--- src/rtl/spi_xfer_pkg.sv ---
package spi_xfer_pkg;

    localparam int WORD_W = 32;
    localparam int IDX_W  = $clog2(WORD_W);
    localparam int LEN_W  = IDX_W + 1;
    localparam int SLP_W  = 4;
    localparam int GAP_W  = SLP_W + 2;

    typedef enum logic [1:0] {
        ST_IDLE,
        ST_WAIT,
        ST_ACT
    } seq_state_t;

    typedef struct packed {
        logic [LEN_W-1:0] len;        // decoded length, 1..WORD_W
        logic             last_txn;   // index of the final transaction
        logic [SLP_W-1:0] sleep;
        logic             cpol;
        logic             dual;
        logic             byte_pause;
        logic             lsb_first;
    } xfer_cfg_t;

    // length field: zero stands for a full word
    function automatic logic [LEN_W-1:0] decode_len(input logic [IDX_W-1:0] f);
        return (f == '0) ? LEN_W'(WORD_W) : {1'b0, f};
    endfunction

    // pause in half periods: 2 * (sleep + 2)
    function automatic logic [GAP_W-1:0] gap_halves(input logic [SLP_W-1:0] s);
        return ({2'b00, s} + GAP_W'(2)) << 1;
    endfunction

    // register position of the k-th bit on the wire
    function automatic logic [IDX_W-1:0] bit_pos(input logic [IDX_W-1:0] k,
                                                 input logic [LEN_W-1:0] len,
                                                 input logic             lsbf);
        logic [LEN_W-1:0] t;
        t = len - LEN_W'(1) - {1'b0, k};
        if (lsbf && (len[2:0] == 3'b000))
            return {k[IDX_W-1:3], ~k[2:0]};
        return t[IDX_W-1:0];
    endfunction

endpackage

--- src/rtl/spi_xfer_clkdiv.sv ---
module spi_xfer_clkdiv #(
    parameter int HALF_DIV = 2
) (
    input  logic clk,
    input  logic rst,
    input  logic run,
    output logic tick
);
    localparam int CW = (HALF_DIV > 1) ? $clog2(HALF_DIV) : 1;

    logic [CW-1:0] hcnt;

    assign tick = run && (hcnt == CW'(HALF_DIV - 1));

    always_ff @(posedge clk) begin
        if (rst || !run)
            hcnt <= '0;
        else if (tick)
            hcnt <= '0;
        else
            hcnt <= hcnt + CW'(1);
    end
endmodule

--- src/rtl/spi_xfer_seq.sv ---
module spi_xfer_seq
    import spi_xfer_pkg::*;
(
    input  logic             clk,
    input  logic             rst,
    input  logic             go,
    input  xfer_cfg_t        cfg_in,
    input  logic             tick,
    output logic             start,
    output logic             busy,
    output logic             ss_n,
    output logic             sclk,
    output logic             lead,
    output logic             trail,
    output logic             finish,
    output logic [IDX_W-1:0] bit_k,
    output logic             txn,
    output xfer_cfg_t        cfg_q
);
    seq_state_t       state;
    logic [GAP_W-1:0] wait_left;
    logic             last_bit;
    logic             last_txn;
    logic             pause_here;

    assign last_bit   = ({1'b0, bit_k} == (cfg_q.len - LEN_W'(1)));
    assign last_txn   = (txn == cfg_q.last_txn);
    assign pause_here = cfg_q.byte_pause && (cfg_q.len == LEN_W'(WORD_W))
                        && (bit_k[2:0] == 3'b111);

    assign start  = go && (state == ST_IDLE);
    assign busy   = (state != ST_IDLE);
    assign lead   = tick && (state == ST_WAIT) && (wait_left == GAP_W'(1));
    assign trail  = tick && (state == ST_ACT);
    assign finish = trail && last_bit && last_txn;
    assign sclk   = sclk_q;
    assign ss_n   = ss_n_q;

    logic sclk_q;
    logic ss_n_q;

    always_ff @(posedge clk) begin
        if (rst) begin
            state     <= ST_IDLE;
            wait_left <= '0;
            bit_k     <= '0;
            txn       <= 1'b0;
            cfg_q     <= '0;
            sclk_q    <= 1'b0;
            ss_n_q    <= 1'b1;
        end else begin
            case (state)
                ST_IDLE: begin
                    sclk_q <= cfg_in.cpol;
                    if (go) begin
                        cfg_q     <= cfg_in;
                        state     <= ST_WAIT;
                        wait_left <= GAP_W'(1);
                        bit_k     <= '0;
                        txn       <= 1'b0;
                        ss_n_q    <= 1'b0;
                    end
                end
                ST_WAIT: begin
                    if (tick) begin
                        if (wait_left == GAP_W'(1)) begin
                            state  <= ST_ACT;
                            sclk_q <= ~cfg_q.cpol;
                        end else begin
                            wait_left <= wait_left - GAP_W'(1);
                        end
                    end
                end
                ST_ACT: begin
                    if (tick) begin
                        sclk_q <= cfg_q.cpol;
                        if (last_bit && last_txn) begin
                            state  <= ST_IDLE;
                            ss_n_q <= 1'b1;
                        end else if (last_bit) begin
                            txn       <= 1'b1;
                            bit_k     <= '0;
                            state     <= ST_WAIT;
                            wait_left <= gap_halves(cfg_q.sleep);
                        end else begin
                            bit_k     <= bit_k + IDX_W'(1);
                            state     <= ST_WAIT;
                            wait_left <= pause_here ? gap_halves(cfg_q.sleep) : GAP_W'(1);
                        end
                    end
                end
                default: state <= ST_IDLE;
            endcase
        end
    end
endmodule

--- src/rtl/spi_xfer_shift.sv ---
module spi_xfer_shift
    import spi_xfer_pkg::*;
(
    input  logic              clk,
    input  logic              rst,
    input  logic              start,
    input  logic [WORD_W-1:0] tx0,
    input  logic [WORD_W-1:0] tx1,
    input  logic [LEN_W-1:0]  len,
    input  logic              lsb_first,
    input  logic              dual,
    input  logic              lead,
    input  logic              trail,
    input  logic [IDX_W-1:0]  bit_k,
    input  logic              txn,
    input  logic [1:0]        miso,
    output logic [1:0]        mosi,
    output logic [WORD_W-1:0] rx0,
    output logic [WORD_W-1:0] rx1
);
    logic [WORD_W-1:0] txq0;
    logic [WORD_W-1:0] txq1;
    logic [IDX_W-1:0]  pos;

    assign pos = bit_pos(bit_k, len, lsb_first);

    always_ff @(posedge clk) begin
        if (rst) begin
            txq0 <= '0;
            txq1 <= '0;
            rx0  <= '0;
            rx1  <= '0;
            mosi <= '0;
        end else if (start) begin
            txq0 <= tx0;
            txq1 <= tx1;
            rx0  <= '0;
            rx1  <= '0;
            mosi <= '0;
        end else begin
            if (lead) begin
                if (dual)
                    mosi <= {txq1[pos], txq0[pos]};
                else
                    mosi <= {1'b0, (txn ? txq1[pos] : txq0[pos])};
            end
            if (trail) begin
                if (dual) begin
                    rx0[pos] <= miso[0];
                    rx1[pos] <= miso[1];
                end else if (txn) begin
                    rx1[pos] <= miso[0];
                end else begin
                    rx0[pos] <= miso[0];
                end
            end
        end
    end
endmodule

--- src/rtl/spi_xfer_flag.sv ---
module spi_xfer_flag (
    input  logic clk,
    input  logic rst,
    input  logic set,
    input  logic clr,
    input  logic en,
    output logic flag,
    output logic irq
);
    always_ff @(posedge clk) begin
        if (rst)
            flag <= 1'b0;
        else if (set)
            flag <= 1'b1;
        else if (clr)
            flag <= 1'b0;
    end

    assign irq = flag && en;
endmodule

--- src/rtl/spi_xfer_engine.sv ---
module spi_xfer_engine
    import spi_xfer_pkg::*;
#(
    parameter int HALF_DIV = 2
) (
    input  logic        clk,
    input  logic        rst,
    input  logic        go,
    input  logic [4:0]  cfg_len,
    input  logic        cfg_two_txn,
    input  logic [3:0]  cfg_sleep,
    input  logic        cfg_cpol,
    input  logic        cfg_dual,
    input  logic        cfg_byte_pause,
    input  logic        cfg_lsb_first,
    input  logic        irq_en,
    input  logic        flag_w1c,
    input  logic [31:0] tx0,
    input  logic [31:0] tx1,
    input  logic [1:0]  miso,
    output logic        busy,
    output logic        done_flag,
    output logic        irq,
    output logic        sclk,
    output logic        ss_n,
    output logic [1:0]  mosi,
    output logic [31:0] rx0,
    output logic [31:0] rx1
);
    xfer_cfg_t        cfg_in;
    xfer_cfg_t        cfg_q;
    logic             tick;
    logic             start;
    logic             lead;
    logic             trail;
    logic             finish;
    logic [IDX_W-1:0] bit_k;
    logic             txn;

    always_comb begin
        cfg_in.len        = decode_len(cfg_len);
        cfg_in.last_txn   = cfg_dual ? 1'b0 : cfg_two_txn;
        cfg_in.sleep      = cfg_sleep;
        cfg_in.cpol       = cfg_cpol;
        cfg_in.dual       = cfg_dual;
        cfg_in.byte_pause = cfg_byte_pause;
        cfg_in.lsb_first  = cfg_lsb_first;
    end

    spi_xfer_clkdiv #(.HALF_DIV(HALF_DIV)) u_div (
        .clk  (clk),
        .rst  (rst),
        .run  (busy),
        .tick (tick)
    );

    spi_xfer_seq u_seq (
        .clk    (clk),
        .rst    (rst),
        .go     (go),
        .cfg_in (cfg_in),
        .tick   (tick),
        .start  (start),
        .busy   (busy),
        .ss_n   (ss_n),
        .sclk   (sclk),
        .lead   (lead),
        .trail  (trail),
        .finish (finish),
        .bit_k  (bit_k),
        .txn    (txn),
        .cfg_q  (cfg_q)
    );

    spi_xfer_shift u_shift (
        .clk       (clk),
        .rst       (rst),
        .start     (start),
        .tx0       (tx0),
        .tx1       (tx1),
        .len       (cfg_q.len),
        .lsb_first (cfg_q.lsb_first),
        .dual      (cfg_q.dual),
        .lead      (lead),
        .trail     (trail),
        .bit_k     (bit_k),
        .txn       (txn),
        .miso      (miso),
        .mosi      (mosi),
        .rx0       (rx0),
        .rx1       (rx1)
    );

    spi_xfer_flag u_flag (
        .clk  (clk),
        .rst  (rst),
        .set  (finish),
        .clr  (flag_w1c),
        .en   (irq_en),
        .flag (done_flag),
        .irq  (irq)
    );
endmodule

--- config.mk ---
export PLATFORM = sky130hd
export DESIGN_NAME = spi_xfer_engine
export DESIGN_NICKNAME = d
export VERILOG_FILES = /design/src/rtl/spi_xfer_pkg.sv /design/src/rtl/spi_xfer_clkdiv.sv /design/src/rtl/spi_xfer_seq.sv /design/src/rtl/spi_xfer_shift.sv /design/src/rtl/spi_xfer_flag.sv /design/src/rtl/spi_xfer_engine.sv
export SDC_FILE = /design/constraint.sdc
export NUM_CORES = 1
export LEC_CHECK = 0
export ABC_AREA = 0
export ABC_CLOCK_PERIOD_IN_PS = 3500
export BUFFER_PORTS_ARGS = -buffer_cell sky130_fd_sc_hd__clkbuf_2
export CAP_MARGIN = 0
export CORE_MARGIN = 5
export CORE_UTILIZATION = 55
export DETAILED_ROUTE_END_ITERATION = 8
export PLACE_DENSITY = 0.8
export RECOVER_POWER = 25
export SYNTH_ARGS = -nofsm -noshare
export SYNTH_HDL_FRONTEND = slang
export SYNTH_HIERARCHICAL = 1
export SYNTH_SLANG_ARGS = --single-unit
--- constraint.sdc ---
create_clock -name clk -period 3.5 [get_ports clk]
set_input_delay 0.7 -clock clk [delete_from_list [all_inputs] [get_ports clk]]
set_output_delay 0.7 -clock clk [all_outputs]
set_load 0.01 [all_outputs]
==> flow_summary.yaml, run 1 <==
floorplanning:
  rows: 42
  core_um2: 13200
  die_x_um: 126
  die_area_um2: 15900
  fp.dieH_um: 126
  initial_core_util: 0.562
  io_pins: 156
worst_setup_path:
  cp-start-kind: "register"
  slowest_stage: "a2bb2oi_1"
  crit_required_ps: 3800
  cp_common_cell: "inv_1"
  critPathKind: "reg -> reg"
  worstPathCellList: "inv_1, ha_1, inv_1, fa_1, nand2b_1, o2bb2ai_1, xnor2_1, a31oi_1, a2bb2oi_1, a21o_1, nand3_1, a2111oi_1"
  max_stage_delay_ps: 570
  cp_data_arrival_time_ps: 3430
  cp_top_family: "compound AO/OA/AOI/OAI gates"
  end_kind: "register"
  critPathBufInv: 2
  crit_path_max_fanout: 5
yosys:
  synthDistinctLibCells: 63
  ys_ff_latch: 163
  syn_nets: 924
  synth-main-ff-cell: "dfxtp_1"
  yosysWarningCount: 6
  netlist_area_um2: 7440
  synth_seq_area_share: 0.439
  synthCells: 823
  synth_edf_count: 0
  async_flop_share: 0
  avgSynthCellArea_um2: 9.04
grt:
  grt_pass1_vias: 6437
  grt_use_total: 0.239
  grt-ovfl-total: 0
  grt_first_pass_wirelength_um: 31400
  antenna_found_initial: 0
  grt_max_degree: 80
clocking:
  cts_buffer_depth: 2
  cts_root_buffer: "clkbuf_16"
  clock_latency_ps: 430
  cts_htree_levels: 4
  path_clk_slew_ps: 60
  hold_buffers: 0
  cts_buffers: 17
  post_cts_buffers: 0
  tritoncts: "built"
  clock_sinks: 163
run:
  max_cap_viol_count: 0
route:
  drt-initial-drc-count: 488
  routedWlPerCell_um: 16.6
  drt-total-wl_um: 19300
  route.detailed.drc: 0
  ant_nets: 0
  vias: 6585
  drtPass1Iterations: 5
  vias_per_cell: 5.68
placed_design:
  dp_hpwl_um: 13300
  numPortBuffers: 155
  routabilityCongestion: 0.839
sta:
  fin_skew_ps: 12.3
  tns_ps: 0
  finalCriticalPeriod_ps: 3130
  drv_slew: 0
  tightest_slew_ps: 1160
  hold_ws_ps: 437
  period_share: 0.893
  finalHoldViolations: 0
  finalSetupViolations: 0
  relSlewSlack: 0.224
  max_freq_mhz: 320
  rsz0062_at_grt: "no"
cells_and_area:
  diodes: 0
  layout-drive-gt1-share: 0.185
  n_fill_cell: 1135
  nets: 1072
  synthToLayoutAreaGrowth_pct: 20.1
power_and_ir_drop:
  power.leakage_nw: 3.60
  peakVddDrop_mv: 0.453
  powerDensity_nw_per_um2: 543
worst_hold_path:
  hp-class: "reg -> reg"
outcome:
  status: "finished clean"
-- synthesized netlist by cell type (all sizes together) (3+ instances only) --
master,count,area (um2)
o21ai,3,18.8
buf,14,82.6
nor3,15,90.1
a211o,4,35.0
a32oi,7,61.3
and3,6,37.5
a31oi,3,18.8
xor2,12,105
nor2b,4,25.0
mux2i,85,867
nand2,82,308
mux4,4,90.1
nand2b,8,50.1
nor3b,3,27.5
nor2,112,430
nand3,14,70.1
a21oi,91,459
and2,6,41.3
mux2,3,37.5
ha,15,188
xnor2,6,71.3
a21o,4,30.0
clkbuf,33,124
a211oi,66,495
dfxtp,163,3260
or4,4,33.8
inv,24,90.1
nand4,3,18.8
-- worst paths after layout --
check	startpoint	endpoint	slack [ps]	cells after the start
max	u_seq/bit_k[0]	u_shift/mosi[0]	370	12
min	u_div/hcnt	u_div/hcnt	440	1
max reg2reg	u_seq/bit_k[0]	u_shift/mosi[0]	370	12
min reg2reg	u_div/hcnt	u_div/hcnt	440	1
-- timing repair --
action	4_1_cts	5_1_grt
gates resized for setup	1	3
setup endpoints to repair	1	13
cloned	0	0
endpoints found under the hold margin	0	0
-- registers in the layout, summed over array words and instances (netlist names) --
name             flops
u_seq/txn            1
u_shift/txq1        32
u_seq/ss_n           1
u_shift/txq0        32
u_seq/bit_k          5
u_shift/rx1         32
u_div/hcnt           1
u_flag/flag          1
u_shift/mosi         2
u_seq/cfg_q         15
u_shift/rx0         32
u_seq/wait_left      6
u_seq/sclk           1
u_seq/state          2
-- power breakdown --
part | leakage [nW] | internal [mW] | switching (mW)
Clock | 0.287 | 1.08 | 0.782
Combinational | 1.98 | 0.386 | 0.599
Sequential | 1.33 | 1.94 | 0.0668
Total | 3.60 | 3.41 | 1.45
-- layout make-up --
type / instances / area, um2 / area share
flip-flops and latches: 163 / 3260 / 0.365
well taps: 176 / 220 / 0.0247
inverters: 24 / 92.6 / 0.0104
clock inverters: 14 / 155 / 0.0174
repair buffers: 177 / 880 / 0.0985
clock buffers: 18 / 439 / 0.0492
multi-input cells: 588 / 3880 / 0.435
-- per-stage QoR --
stage | total power, mW | area, um2 | std cells | utilization | setup slack (ps)
after floorplan | 2.74 | 7440 | 823 | - | 580
after global placement | 2.99 | 8400 | 1128 | 0.634 | 226
after detailed placement | 3.01 | 8400 | 1128 | 0.634 | 57.3
after CTS | 4.86 | 8990 | 1160 | 0.679 | 82.4
after global routing | 5.06 | 8930 | 1160 | 0.674 | 87.2
final | 4.85 | 8930 | 1160 | 0.674 | 374
-- routing by layer --
layer,up-vias,track usage,part of all wire
li1,3232,-,-
met1,3076,0.304,0.44
met2,237,0.387,0.47
met3,40,0.0627,0.065
met4,0,0.0959,0.021
met5,-,0,0
-- cell usage in the layout (no fill, tap or decap), types with 5 or more instances in the layout --
cell type / netlist / layout
clkinv_4: 0 / 6
inv_1: 24 / 23
nand2_1: 82 / 82
a211oi_1: 66 / 66
xor2_1: 12 / 12
mux2i_1: 83 / 83
dfxtp_1: 163 / 163
a21oi_1: 90 / 90
xnor2_1: 5 / 5
a32oi_1: 7 / 7
ha_1: 15 / 15
clkbuf_16: 0 / 17
nor3_1: 12 / 12
clkbuf_1: 33 / 57
nand2b_1: 8 / 8
clkbuf_2: 0 / 98
nand3_1: 14 / 14
nor2_1: 108 / 106
buf_4: 0 / 20
and3_1: 6 / 6
-- cells by family after synthesis --
family	count (synthesis)	synth area share
AOI/OAI and AO/OA	195	0.171
and+or+nand+nor	267	0.163
buffers and inverters	72	0.0412
xor gates and xnor gates	18	0.0237
muxes	92	0.134
adders and majority gates	16	0.0279
DFF	163	0.439
Note: power is estimated with default switching activity, not from simulation.
==> run 2, diff against run 1 <==
--- a/config.mk
+++ b/config.mk
@@ -6,7 +6,7 @@
 export NUM_CORES = 1
 export LEC_CHECK = 0
 export ABC_AREA = 0
-export ABC_CLOCK_PERIOD_IN_PS = 3500
+export ABC_CLOCK_PERIOD_IN_PS = 3200
 export BUFFER_PORTS_ARGS = -buffer_cell sky130_fd_sc_hd__clkbuf_2
 export CAP_MARGIN = 0
 export CORE_MARGIN = 5
==> constraint.sdc (replaced) <==
create_clock -name clk -period 3.2 [get_ports clk]
set_input_delay 0.64 -clock clk [delete_from_list [all_inputs] [get_ports clk]]
set_output_delay 0.64 -clock clk [all_outputs]
set_load 0.01 [all_outputs]
==> flow_summary.yaml, run 2 (same netlist as run 1, synthesis figures left out) <==
cells_and_area:
  post-route-util: 0.675
  most-common-layout-cells: "dfxtp_1, nor2_1, clkbuf_2"
  nets: 1073
  final_common_cell: "dfxtp_1"
  seq_area_um2: 3260
  n_fill_cell: 1152
  synthToLayoutAreaGrowth_pct: 20.3
  multiInputGateArea_um2: 3900
  stdcell_area_um2: 8940
  layout-drive-gt1-share: 0.192
  diodes: 0
worst_setup_path:
  max_stage_delay_ps: 390
  regToRegSetupSlack_ps: 180
  critPathKind: "reg -> reg"
  slowest_stage: "fa_1"
  cp-start-kind: "register"
  cp_top_family: "compound AO/OA/AOI/OAI gates"
  crit_required_ps: 3530
  rr_endpoint: "u_shift/rx1[29]"
  reg2regPathDepth: 13
  critPathBufInv: 3
  cp_data_arrival_time_ps: 3350
  crit_path_max_fanout: 16
  end_kind: "register"
  worstReg2RegStart: "u_seq/bit_k[0]"
  worstPathCellList: "inv_1, ha_1, inv_1, fa_1, nand2b_1, o2bb2ai_1, xor2_1, o31ai_1, a21oi_1, nor2_1, buf_4, a21oi_1, a211oi_1"
outcome:
  status: "complete, but fails checks"
  violations: "capacitance limit, slew limit"
run:
  max_cap_viol_count: 1
sta:
  fin_skew_ps: 8.82
  relSlewSlack: -0.263
  tightest_slew_ps: 1890
  rsz0062_at_grt: "yes"
  finalSetupViolations: 0
  drv_slew: 93
  finalHoldViolations: 0
  max_freq_mhz: 331
  period_share: 0.944
  finalCriticalPeriod_ps: 3020
grt:
  grt_max_degree: 93
  grt_use_total: 0.239
  antenna_found_initial: 0
  grt_first_pass_wirelength_um: 31400
  grt-ovfl-total: 0
  grt_pass1_vias: 6403
power_and_ir_drop:
  combPwrFrac: 0.207
  clockPowerShare: 0.376
  power.leakage_nw: 3.61
  power.switching_mw: 1.62
  seq_power_share: 0.417
  powerDensity_nw_per_um2: 588
  p_int_mw: 3.64
  peakVddDrop_mv: 0.488
  switching_share: 0.308
placed_design:
  dpl_cell_area_um2: 8400
  routabilityCongestion: 0.822
  dp_hpwl_um: 13200
  numPortBuffers: 155
clocking:
  clock_latency_ps: 430
  clock_sinks: 163
  tritoncts: "built"
  hold_buffers: 0
  cts_buffer_depth: 2
  cts_htree_levels: 4
  path_clk_slew_ps: 70
  cts_root_buffer: "clkbuf_16"
  cts_buffers: 17
worst_hold_path:
  hp-class: "in -> reg"
  hold_end: "u_seq/cfg_q[7]"
  hold_depth: 3
  worstHoldStart: "cfg_sleep[3]"
route:
  ant_nets: 0
  route.detailed.drc: 0
  vias_per_cell: 5.67
  drtPass1Iterations: 5
  drt-initial-drc-count: 553
  routedWlPerCell_um: 16.7
  drt-total-wl_um: 19400
  vias: 6580
floorplanning:
  initial_core_util: 0.562
  fp.dieH_um: 126
  core_um2: 13200
  die_x_um: 126
  rows: 42
  io_pins: 156
  die_area_um2: 15900
[run 2: worst max path at each step]
stage,cells past startpoint,from,end
2_1_floorplan,12,u_seq/cfg_q[9],u_shift/rx0[3]
3_3_place_gp,11,u_seq/cfg_q[9],u_shift/mosi[0]
3_5_place_dp,11,u_seq/cfg_q[9],u_shift/mosi[0]
4_1_cts,11,u_seq/cfg_q[9],u_shift/mosi[0]
5_1_grt,13,u_seq/bit_k[0],u_shift/rx1[28]
6_report,13,u_seq/bit_k[0],u_shift/rx1[29]
[run 2: power groups by stage]
| stage | registers (mW) | clock network, mW | logic [mW] |
|---|---|---|---|
| floorplan | 2.22 | 0 | 0.776 |
| global placement | 2.24 | 0 | 1.03 |
| detailed placement | 2.24 | 0 | 1.04 |
| CTS | 2.19 | 2.00 | 1.05 |
| global route | 2.21 | 2.11 | 1.19 |
| finish | 2.20 | 1.98 | 1.09 |
[run 2: through the flow]
step	hold slack, ps	setup TNS (ps)	instances	power, mW	worst slack [ps]
after floorplan	400	0	823	3.00	280
after global placement	418	0	1128	3.26	269
after detailed placement	414	0	1128	3.28	114
after CTS	412	0	1160	5.25	101
after global routing	431	-271	1161	5.50	-52.9
final	428	0	1161	5.26	179
[run 2: repair_timing]
item | CTS | global route
resized for setup | 0 | 7
setup endpoints to repair | 0 | 43
setup buffers | 0 | 1
[run 2: area by class of cell]
cell class | instances | share of cell area
tap | 176 | 0.0246
timing repair buffer | 178 | 0.0995
multi-input combinational | 588 | 0.436
clock inverter | 15 | 0.0165
clock buffer | 17 | 0.0476
inverter | 24 | 0.0104
sequential | 163 | 0.365
[run 2: worst reg2reg max path: cells and delay by family (launching register included)]
kind                     cells  cell delay (ps)
flip-flops                   1              360
buffers and inverters        3              440
AND/OR/NAND/NOR              2              300
XOR/XNOR                     1              180
AO/OA/AOI/OAI                5             1060
adder cells (fa/ha/maj)      2              580
[run 2: per-layer routing]
layer | up-vias | share of wire | GRT usage
met5 | - | 0 | 0
met4 | 0 | 0.018 | 0.0795
met3 | 32 | 0.053 | 0.0614
met2 | 181 | 0.48 | 0.394
met1 | 3140 | 0.44 | 0.307
li1 | 3227 | - | -
==> run 3, diff against run 2 <==
--- a/config.mk
+++ b/config.mk
@@ -7,14 +7,15 @@
 export LEC_CHECK = 0
 export ABC_AREA = 0
 export ABC_CLOCK_PERIOD_IN_PS = 3200
-export BUFFER_PORTS_ARGS = -buffer_cell sky130_fd_sc_hd__clkbuf_2
 export CAP_MARGIN = 0
 export CORE_MARGIN = 5
 export CORE_UTILIZATION = 55
 export DETAILED_ROUTE_END_ITERATION = 8
-export PLACE_DENSITY = 0.8
+export DONT_BUFFER_PORTS = 1
+export PLACE_DENSITY = 0.7
 export RECOVER_POWER = 25
 export SYNTH_ARGS = -nofsm -noshare
 export SYNTH_HDL_FRONTEND = slang
 export SYNTH_HIERARCHICAL = 1
 export SYNTH_SLANG_ARGS = --single-unit
+export TNS_END_PERCENT = 100
==> flow_summary.yaml, run 3 (same netlist as run 1, synthesis figures left out) <==
floorplanning:
  io_pins: 156
  fp.dieH_um: 126
  core_um2: 13200
  die_x_um: 126
  die_area_um2: 15900
  rows: 42
  initial_core_util: 0.562
worst_setup_path:
  slowest_stage: "fa_1"
  cp_common_cell: "inv_1"
  crit_required_ps: 3500
  cp_data_arrival_time_ps: 3320
  critPathKind: "reg -> reg"
  cp-start-kind: "register"
  end_kind: "register"
  worstPathCellList: "inv_1, ha_1, inv_1, fa_1, nand2b_1, o2bb2ai_1, xnor2_2, a31oi_1, a2bb2oi_2, o22a_1, nand3_1, a2111oi_1"
  max_stage_delay_ps: 400
  crit_path_max_fanout: 5
route:
  vias: 6036
  met2_length_um: 9360
  wl_met1_um: 7960
  drt-total-wl_um: 19200
  route.detailed.drc: 0
  drt-initial-drc-count: 456
  ant_nets: 0
  routedWlPerCell_um: 19.1
  drtPass1Iterations: 5
  vias_per_cell: 6.01
  top_layer_used: "met4"
  wl_met3_um: 1460
cells_and_area:
  nets: 917
  final_common_cell: "dfxtp_1"
  most-common-layout-cells: "dfxtp_1, nor2_1, a21oi_1"
  stdcell_area_um2: 8300
  synthToLayoutAreaGrowth_pct: 11.6
  layout-drive-gt1-share: 0.105
  diodes: 0
  final_cell_count_no_fill: 1005
worst_hold_path:
  hp-class: "in -> reg"
placed_design:
  pre_cts_slack_ps: 200
  dp_hpwl_um: 13600
  routabilityCongestion: 0.856
  place_inst: 973
  numPortBuffers: 0
  dpl_cell_area_um2: 7610
sta:
  drv_slew: 0
  setup_ws_ps: 181
  finalCriticalPeriod_ps: 3020
  tightest_slew_ps: 1270
  max_freq_mhz: 331
  finalHoldViolations: 0
  tns_ps: 0
  fin_skew_ps: 8.21
  rsz0062_at_grt: "yes"
  relSlewSlack: 0.154
  period_share: 0.943
  finalSetupViolations: 0
power_and_ir_drop:
  power.leakage_nw: 3.16
  power.switching_mw: 1.56
  switching_share: 0.287
  peakVddDrop_mv: 0.456
  p_int_mw: 3.87
  seq_power_share: 0.405
  powerDensity_nw_per_um2: 655
  clockPowerShare: 0.409
  p_total_mw: 5.43
  combPwrFrac: 0.186
grt:
  grt-ovfl-total: 0
  grt_max_degree: 95
  grt_first_pass_wirelength_um: 31500
  antenna_found_initial: 0
  grt_use_total: 0.240
  grt_pass1_vias: 6188
clocking:
  post_cts_buffers: 0
  clock_sinks: 163
  hold_buffers: 0
  cts_root_buffer: "clkbuf_16"
  cts_buffers: 17
  cts_resized: 0
  clock_latency_ps: 420
  tritoncts: "built"
  cts_buffer_depth: 2
  path_clk_slew_ps: 60
  cts_htree_levels: 4
outcome:
  status: "finished clean"
run:
  max_cap_viol_count: 0
run 3: changes by cell type in the layout (fill, tap and decap cells not counted), moves of 2 or more:
cell / previous run / this run
clkbuf_1: 55 / 0
clkinv_4: 5 / 1
clkbuf_2: 100 / 0
inv_8: 1 / 3
clkinvlp_4: 3 / 1
bufinv_16: 1 / 4
run 3: area by class of cell:
class / count / area, um2
fillers: 1142 / 4950
clock inverters: 14 / 218
inverters: 24 / 92.6
flip-flops and latches: 163 / 3260
well taps: 176 / 220
multi-input cells: 588 / 3900
clock buffers: 18 / 439
repair buffers: 22 / 165
run 3: power by group through the flow:
stage	clock network [mW]	registers, mW	logic [mW]
after floorplan	0	2.22	0.776
after global placement	0	2.24	0.952
after detailed placement	0	2.24	0.980
after CTS	2.27	2.20	0.989
after global routing	2.38	2.21	1.10
final	2.22	2.20	1.01
run 3: critical path: cells and delay by family (launching register included):
kind	cells	cell delay (ps)
AO/OA/AOI/OAI	5	1300
adder cells (fa/ha/maj)	2	590
flip-flops	1	360
buffers and inverters	2	200
AND/OR/NAND/NOR	2	240
XOR/XNOR	1	200
run 3: path summary, 6_finish.rpt:
check	startpoint	endpoint	slack [ps]	depth (start not counted)
worst min-delay path	rst	u_flag/flag	280	1
worst max-delay path	u_seq/bit_k[0]	u_shift/mosi[0]	180	12
worst max register to register	u_seq/bit_k[0]	u_shift/mosi[0]	180	12
worst min register to register	u_div/hcnt	u_div/hcnt	420	1
run 3: routing by layer:
layer / global-route usage / vias up
met5: 0 / -
met4: 0.0883 / 0
met3: 0.0927 / 33
met2: 0.401 / 200
met1: 0.282 / 2892
li1: - / 2911
run 3: metrics by stage:
step | hold slack (ps) | util
3_5_place_dp | 417 | 0.574
5_1_grt | 250 | 0.627
2_1_floorplan | 400 | -
4_1_cts | 264 | 0.624
6_report | 277 | 0.627
3_3_place_gp | 413 | 0.574
